===== src/rtl/stk_ptr_unit.sv =====
module stk_ptr_unit #(
  parameter logic [15:0] SP_MAX = 16'h03FF,
  parameter logic [15:0] SP_MIN = 16'h0380,
  parameter int          HI_W   = 9
) (
  input  logic        clk,
  input  logic        rst_n,
  input  logic        stk_rst,
  input  logic        push_req,
  input  logic [7:0]  push_data,
  input  logic        pop_req,
  input  logic        call_req,
  input  logic        call_long,
  input  logic        ret_req,
  input  logic        ret_long,
  input  logic        irq_req,
  input  logic        iret_req,
  input  logic [23:0] pc_in,
  input  logic [15:0] x_in,
  input  logic [15:0] y_in,
  input  logic [7:0]  a_in,
  input  logic [7:0]  cc_in,
  output logic [15:0] sp,
  output logic        busy,
  output logic        mem_we,
  output logic        mem_re,
  output logic [15:0] mem_addr,
  output logic [7:0]  mem_wdata,
  input  logic [7:0]  mem_rdata,
  output logic [7:0]  pop_data,
  output logic [23:0] pc_out,
  output logic [15:0] x_out,
  output logic [15:0] y_out,
  output logic [7:0]  a_out,
  output logic [7:0]  cc_out,
  output logic        rd_done
);
  localparam int LO_W  = 16 - HI_W;
  localparam int FRM_B = 9;
  localparam int FRM_W = 8 * FRM_B;
  localparam int CNT_W = $clog2(FRM_B + 1);

  localparam logic [LO_W-1:0] LO_MAX = SP_MAX[LO_W-1:0];
  localparam logic [LO_W-1:0] LO_MIN = SP_MIN[LO_W-1:0];
  localparam logic [LO_W-1:0] LO_ONE = {{(LO_W-1){1'b0}}, 1'b1};

  logic [LO_W-1:0]  lo_q, lo_dec, lo_inc;
  logic [CNT_W-1:0] cnt_q, n_cnt;
  logic             rd_q, n_rd, go;
  logic [FRM_W-1:0] wbuf_q, rbuf_q, n_wbuf;

  assign lo_dec = (lo_q == LO_MIN) ? LO_MAX : lo_q - LO_ONE;
  assign lo_inc = (lo_q == LO_MAX) ? LO_MIN : lo_q + LO_ONE;

  assign sp        = {SP_MAX[15:LO_W], lo_q};
  assign busy      = (cnt_q != '0);
  assign mem_we    = busy & ~rd_q;
  assign mem_re    = busy & rd_q;
  assign mem_addr  = rd_q ? {SP_MAX[15:LO_W], lo_inc} : sp;
  assign mem_wdata = wbuf_q[7:0];

  assign pop_data = rbuf_q[7:0];
  assign pc_out   = rbuf_q[23:0];
  assign y_out    = rbuf_q[39:24];
  assign x_out    = rbuf_q[55:40];
  assign a_out    = rbuf_q[63:56];
  assign cc_out   = rbuf_q[71:64];

  always_comb begin
    go     = 1'b0;
    n_cnt  = '0;
    n_rd   = 1'b0;
    n_wbuf = '0;
    if (!busy && !stk_rst) begin
      if (irq_req) begin
        go     = 1'b1;
        n_cnt  = CNT_W'(FRM_B);
        n_wbuf = {cc_in, a_in, x_in, y_in, pc_in};
      end else if (iret_req) begin
        go    = 1'b1;
        n_cnt = CNT_W'(FRM_B);
        n_rd  = 1'b1;
      end else if (call_req) begin
        go     = 1'b1;
        n_cnt  = call_long ? CNT_W'(3) : CNT_W'(2);
        n_wbuf = {{(FRM_W-24){1'b0}}, pc_in};
      end else if (ret_req) begin
        go    = 1'b1;
        n_cnt = ret_long ? CNT_W'(3) : CNT_W'(2);
        n_rd  = 1'b1;
      end else if (push_req) begin
        go     = 1'b1;
        n_cnt  = CNT_W'(1);
        n_wbuf = {{(FRM_W-8){1'b0}}, push_data};
      end else if (pop_req) begin
        go    = 1'b1;
        n_cnt = CNT_W'(1);
        n_rd  = 1'b1;
      end
    end
  end

  always_ff @(posedge clk or negedge rst_n) begin
    if (!rst_n) begin
      lo_q    <= LO_MAX;
      cnt_q   <= '0;
      rd_q    <= 1'b0;
      wbuf_q  <= '0;
      rbuf_q  <= '0;
      rd_done <= 1'b0;
    end else begin
      rd_done <= busy && rd_q && (cnt_q == CNT_W'(1));
      if (!busy && stk_rst) begin
        lo_q <= LO_MAX;
      end else if (go) begin
        cnt_q  <= n_cnt;
        rd_q   <= n_rd;
        wbuf_q <= n_wbuf;
        if (n_rd) rbuf_q <= '0;
      end else if (busy) begin
        cnt_q <= cnt_q - CNT_W'(1);
        if (rd_q) begin
          lo_q   <= lo_inc;
          rbuf_q <= {rbuf_q[FRM_W-9:0], mem_rdata};
        end else begin
          lo_q   <= lo_dec;
          wbuf_q <= {8'h00, wbuf_q[FRM_W-1:8]};
        end
      end
    end
  end
endmodule


===== config.mk =====
export PLATFORM = sky130hd
export DESIGN_NAME = stk_ptr_unit
export DESIGN_NICKNAME = d
export VERILOG_FILES = /design/src/rtl/stk_ptr_unit.sv
export SDC_FILE = /design/constraint.sdc
export NUM_CORES = 1
export LEC_CHECK = 0
export CAP_MARGIN = 20
export CORE_MARGIN = 3
export CORE_UTILIZATION = 51
export DETAILED_ROUTE_END_ITERATION = 16
export PLACE_DENSITY = 0.95
export SLEW_MARGIN = 25
export SYNTH_ARGS = -nofsm -noshare
export SYNTH_HDL_FRONTEND = slang
export SYNTH_SLANG_ARGS = --single-unit

===== constraint.sdc =====
create_clock -name clk -period 5.1 [get_ports clk]
set_input_delay 0.51 -clock clk [delete_from_list [all_inputs] [get_ports clk]]
set_output_delay 0.51 -clock clk [all_outputs]
set_load 0.1 [all_outputs]

==> summary.txt <==
Drt
  • Final ANT Viol Nets: 0
  • Via count: 6,266
  • WL final: approximately 20,000 um
  • Initial drt markers: 593
  • WL per Instance: 18.2 um
  • 1st-pass router iterations: 6
  • # DRC: 0
  • Vias/cell: around 5.7

Yosys
  • #FFs+latches synth: 157
  • Synth unique cells: 52
  • Post-synth EDFFs: 0
  • Main synth FF type: dfrtp_1
  • Post-synthesis cell area: around 7400 um2
  • Mapped Cells: 749
  • Avg Cell Area, Syn: 9.83 um2
  • Asr flop ratio synth: 100%
  • Seq/Total Area, Yosys: between 50% and 60%
  • Yosys warnings: 0

Clock tree
  • Post-CTS sizing: 0
  • Worst skew pair latency: roughly 420 ps
  • Post-CTS Setup Inserts: 0
  • CTS Hold Bufs: 0
  • TritonCTS Sinks: 157
  • Root Buffer: clkbuf_16
  • Clk buf depth: 2
  • TritonCTS clock tree: yes
  • TritonCTS buffer count: 17
  • Clk slew on worst S/H paths: 60 ps
  • H-Tree Depth: 4

Setup path
  • Startpoint type of the worst setup path: flip-flop
  • CP delay by family, top: buffers and inverters
  • Worst Setup End Kind: output port
  • Worst R2R End: rbuf_q[30]
  • Slowest CP cell: clkdlybuf4s50_1
  • WP buf/inv: 4
  • Critical path class: flip-flop to output port
  • Critical Path AT: ~3400 ps
  • Crit-path max FO: 10
  • Setup slack, reg-to-reg: 2090 ps
  • Worst r2r src: cnt_q[0]
  • R2R depth: 8
  • Critical Path Max Stage Delay: 970 ps
  • Crit-path cells: inv_1 > ha_1 > nor3b_2 > clkinv_1 > nand2_2 > inv_2 > clkdlybuf4s50_1
  • Worst path required time: about 4600 ps

Die
  • DIE WIDTH: 126 um
  • Die height: 126 um
  • Core area: 14,000 um2
  • I/O pin cnt: 223
  • Initial Util: 52.6%
  • Total die area: 15,900 um2
  • Rows: 43

Place
  • Final GP Congestion: 0.925
  • Dpl cells: roughly 1,100
  • I/O Buffers: 204
  • Post-DP HPWL: ~13,000 um

Global route
  • Initial antenna violation count: 0
  • Grt ovf: 0
  • Global-route wire length before repair: roughly 32,000 um
  • Vias in the first global route: 6,235
  • Largest net degree at the start of global routing: 112
  • GRT Util Overall: 25.3%

Timing
  • Final Hold Fails: 0
  • Final setup vio count: 0
  • Hold Slack: 216 ps
  • Max-slew headroom: 31.2%
  • Max-slew violations: 0
  • Slew @ Worst Pin: 1030 ps
  • Fin Setup TNS: 0 ps
  • Fin crit share: 77.1%
  • Fin crit period: 3930 ps
  • Setup Skew: 7.07 ps
  • RSZ-0062 raised after global routing: false
  • Fmax achieved: 254 MHz

Layout
  • Non-filler cells, final: 1,100
  • Share of cells above drive strength 1: 6.52%
  • Nets: 1,012
  • Fillers: approximately 1,000
  • Diode count: 0
  • Layout area overhead: 34.5%
  • Fin util: 70.8%

Outcome
  • Outcome: complete, no violations

Worst hold path
  • Tightest Hold Check Type: input port to async pin

Flow run
  • Total of max-cap violations: 0
[placed cells by master, fill, tap and decap left out, types with 3 or more instances in the layout]
master           count
a211oi_1             4
a21o_1              39
a21oi_1              7
a221o_1              8
a22o_1              51
a31oi_1              3
buf_4                8
clkbuf_16           17
clkdlybuf4s50_1    203
clkinv_4             4
conb_1              18
dfrtp_1            150
dfstp_2              7
ha_1                 6
inv_1                9
mux2i_1             23
nand2_1            153
nand3_1             26
nor2_1              18
nor3_1               3
nor4_1               5
o21ai_0             29
o21ai_1             69
xnor2_1              3
xor2_1               3
[through the flow]
step / instance area (um2) / worst slack (ps)
2_1_floorplan: 7420 / 1350
3_3_place_gp: 9270 / 1720
3_5_place_dp: 9300 / 1700
4_1_cts: 9900 / 1170
5_1_grt: 9900 / 941
6_report: 9900 / 1170
[layout make-up]
cell class	instances	area, um2	area share [%]
flip-flops and latches	157	3940	39.8
multi-input cells	507	2960	29.9
inverters	11	41.3	0.417
clock inverters	14	160	1.62
well taps	180	225	2.28
repair buffers	213	2130	21.5
clock buffers	18	439	4.44
[Yosys cell counts (3+ instances only)]
| cell | number | share of area [%] |
|---|---|---|
| nand2_1 | 154 | 7.9 |
| buf_4 | 35 | 3.6 |
| a211oi_1 | 4 | 0.41 |
| a21oi_1 | 8 | 0.54 |
| xor2_1 | 3 | 0.36 |
| a21o_1 | 39 | 4.0 |
| dfrtp_1 | 150 | 51 |
| nor4_1 | 5 | 0.42 |
| buf_2 | 27 | 1.8 |
| a22o_1 | 51 | 6.1 |
| o21ai_1 | 69 | 4.7 |
| inv_1 | 10 | 0.51 |
| a31oi_1 | 3 | 0.25 |
| nor3_1 | 3 | 0.20 |
| nor2_1 | 21 | 1.1 |
| dfstp_2 | 7 | 2.5 |
| xnor2_1 | 3 | 0.36 |
| nand3_1 | 26 | 1.8 |
| ha_1 | 6 | 1.0 |
| a221o_1 | 8 | 1.1 |
| clkbuf_1 | 27 | 1.4 |
| mux2i_1 | 23 | 3.1 |
| o21ai_0 | 29 | 2.0 |
[cells by family after synthesis]
logic type | Yosys count | synth area share [%]
AO/OA/AOI/OAI | 230 | 21.2
AND/OR/NAND/NOR | 223 | 12.8
flip-flops | 157 | 53.5
buffers and inverters | 101 | 7.39
multiplexers | 24 | 3.28
adder cells (fa/ha/maj) | 6 | 1.02
XOR/XNOR | 6 | 0.714
other | 2 | 0.102
[flip-flops by register name (all words and copies together) (netlist names)]
register and cells:
lo_q 7, rbuf_q 72, rd_done 1, cnt_q 4, wbuf_q 72, rd_q 1
[per-layer routing]
| metal | track usage [%] | part of all wire (%) |
|---|---|---|
| met3 | 8.86 | 9.3 |
| met4 | 9.65 | 2.8 |
| met1 | 31.9 | 40 |
| met2 | 40.4 | 48 |
| met5 | 0 | 0 |
[how the worst max path moves through the flow]
| stage | startpoint | endpoint | slack (ps) | cells after the start |
|---|---|---|---|---|
| after floorplan | lo_q[0] | mem_addr[6] | 1350 | 5 |
| after CTS | cnt_q[0] | mem_re | 1170 | 7 |
| after global placement | irq_req | wbuf_q[7] | 1720 | 7 |
| final | cnt_q[0] | mem_re | 1170 | 7 |
| after global routing | cnt_q[0] | mem_re | 940 | 7 |
| after detailed placement | cnt_q[0] | mem_re | 1700 | 7 |
[worst register-to-register path: stages (launching register included)]
cell	delay (ps)
dfrtp_1	410
inv_1	110
ha_1	210
nor3b_2	560
clkinv_1	490
nand2_2	200
buf_4	610
nand2_1	170
o21ai_1	160
Power is not shown: default switching activity piles up to over one toggle a cycle in this logic, so the estimate is an artifact.
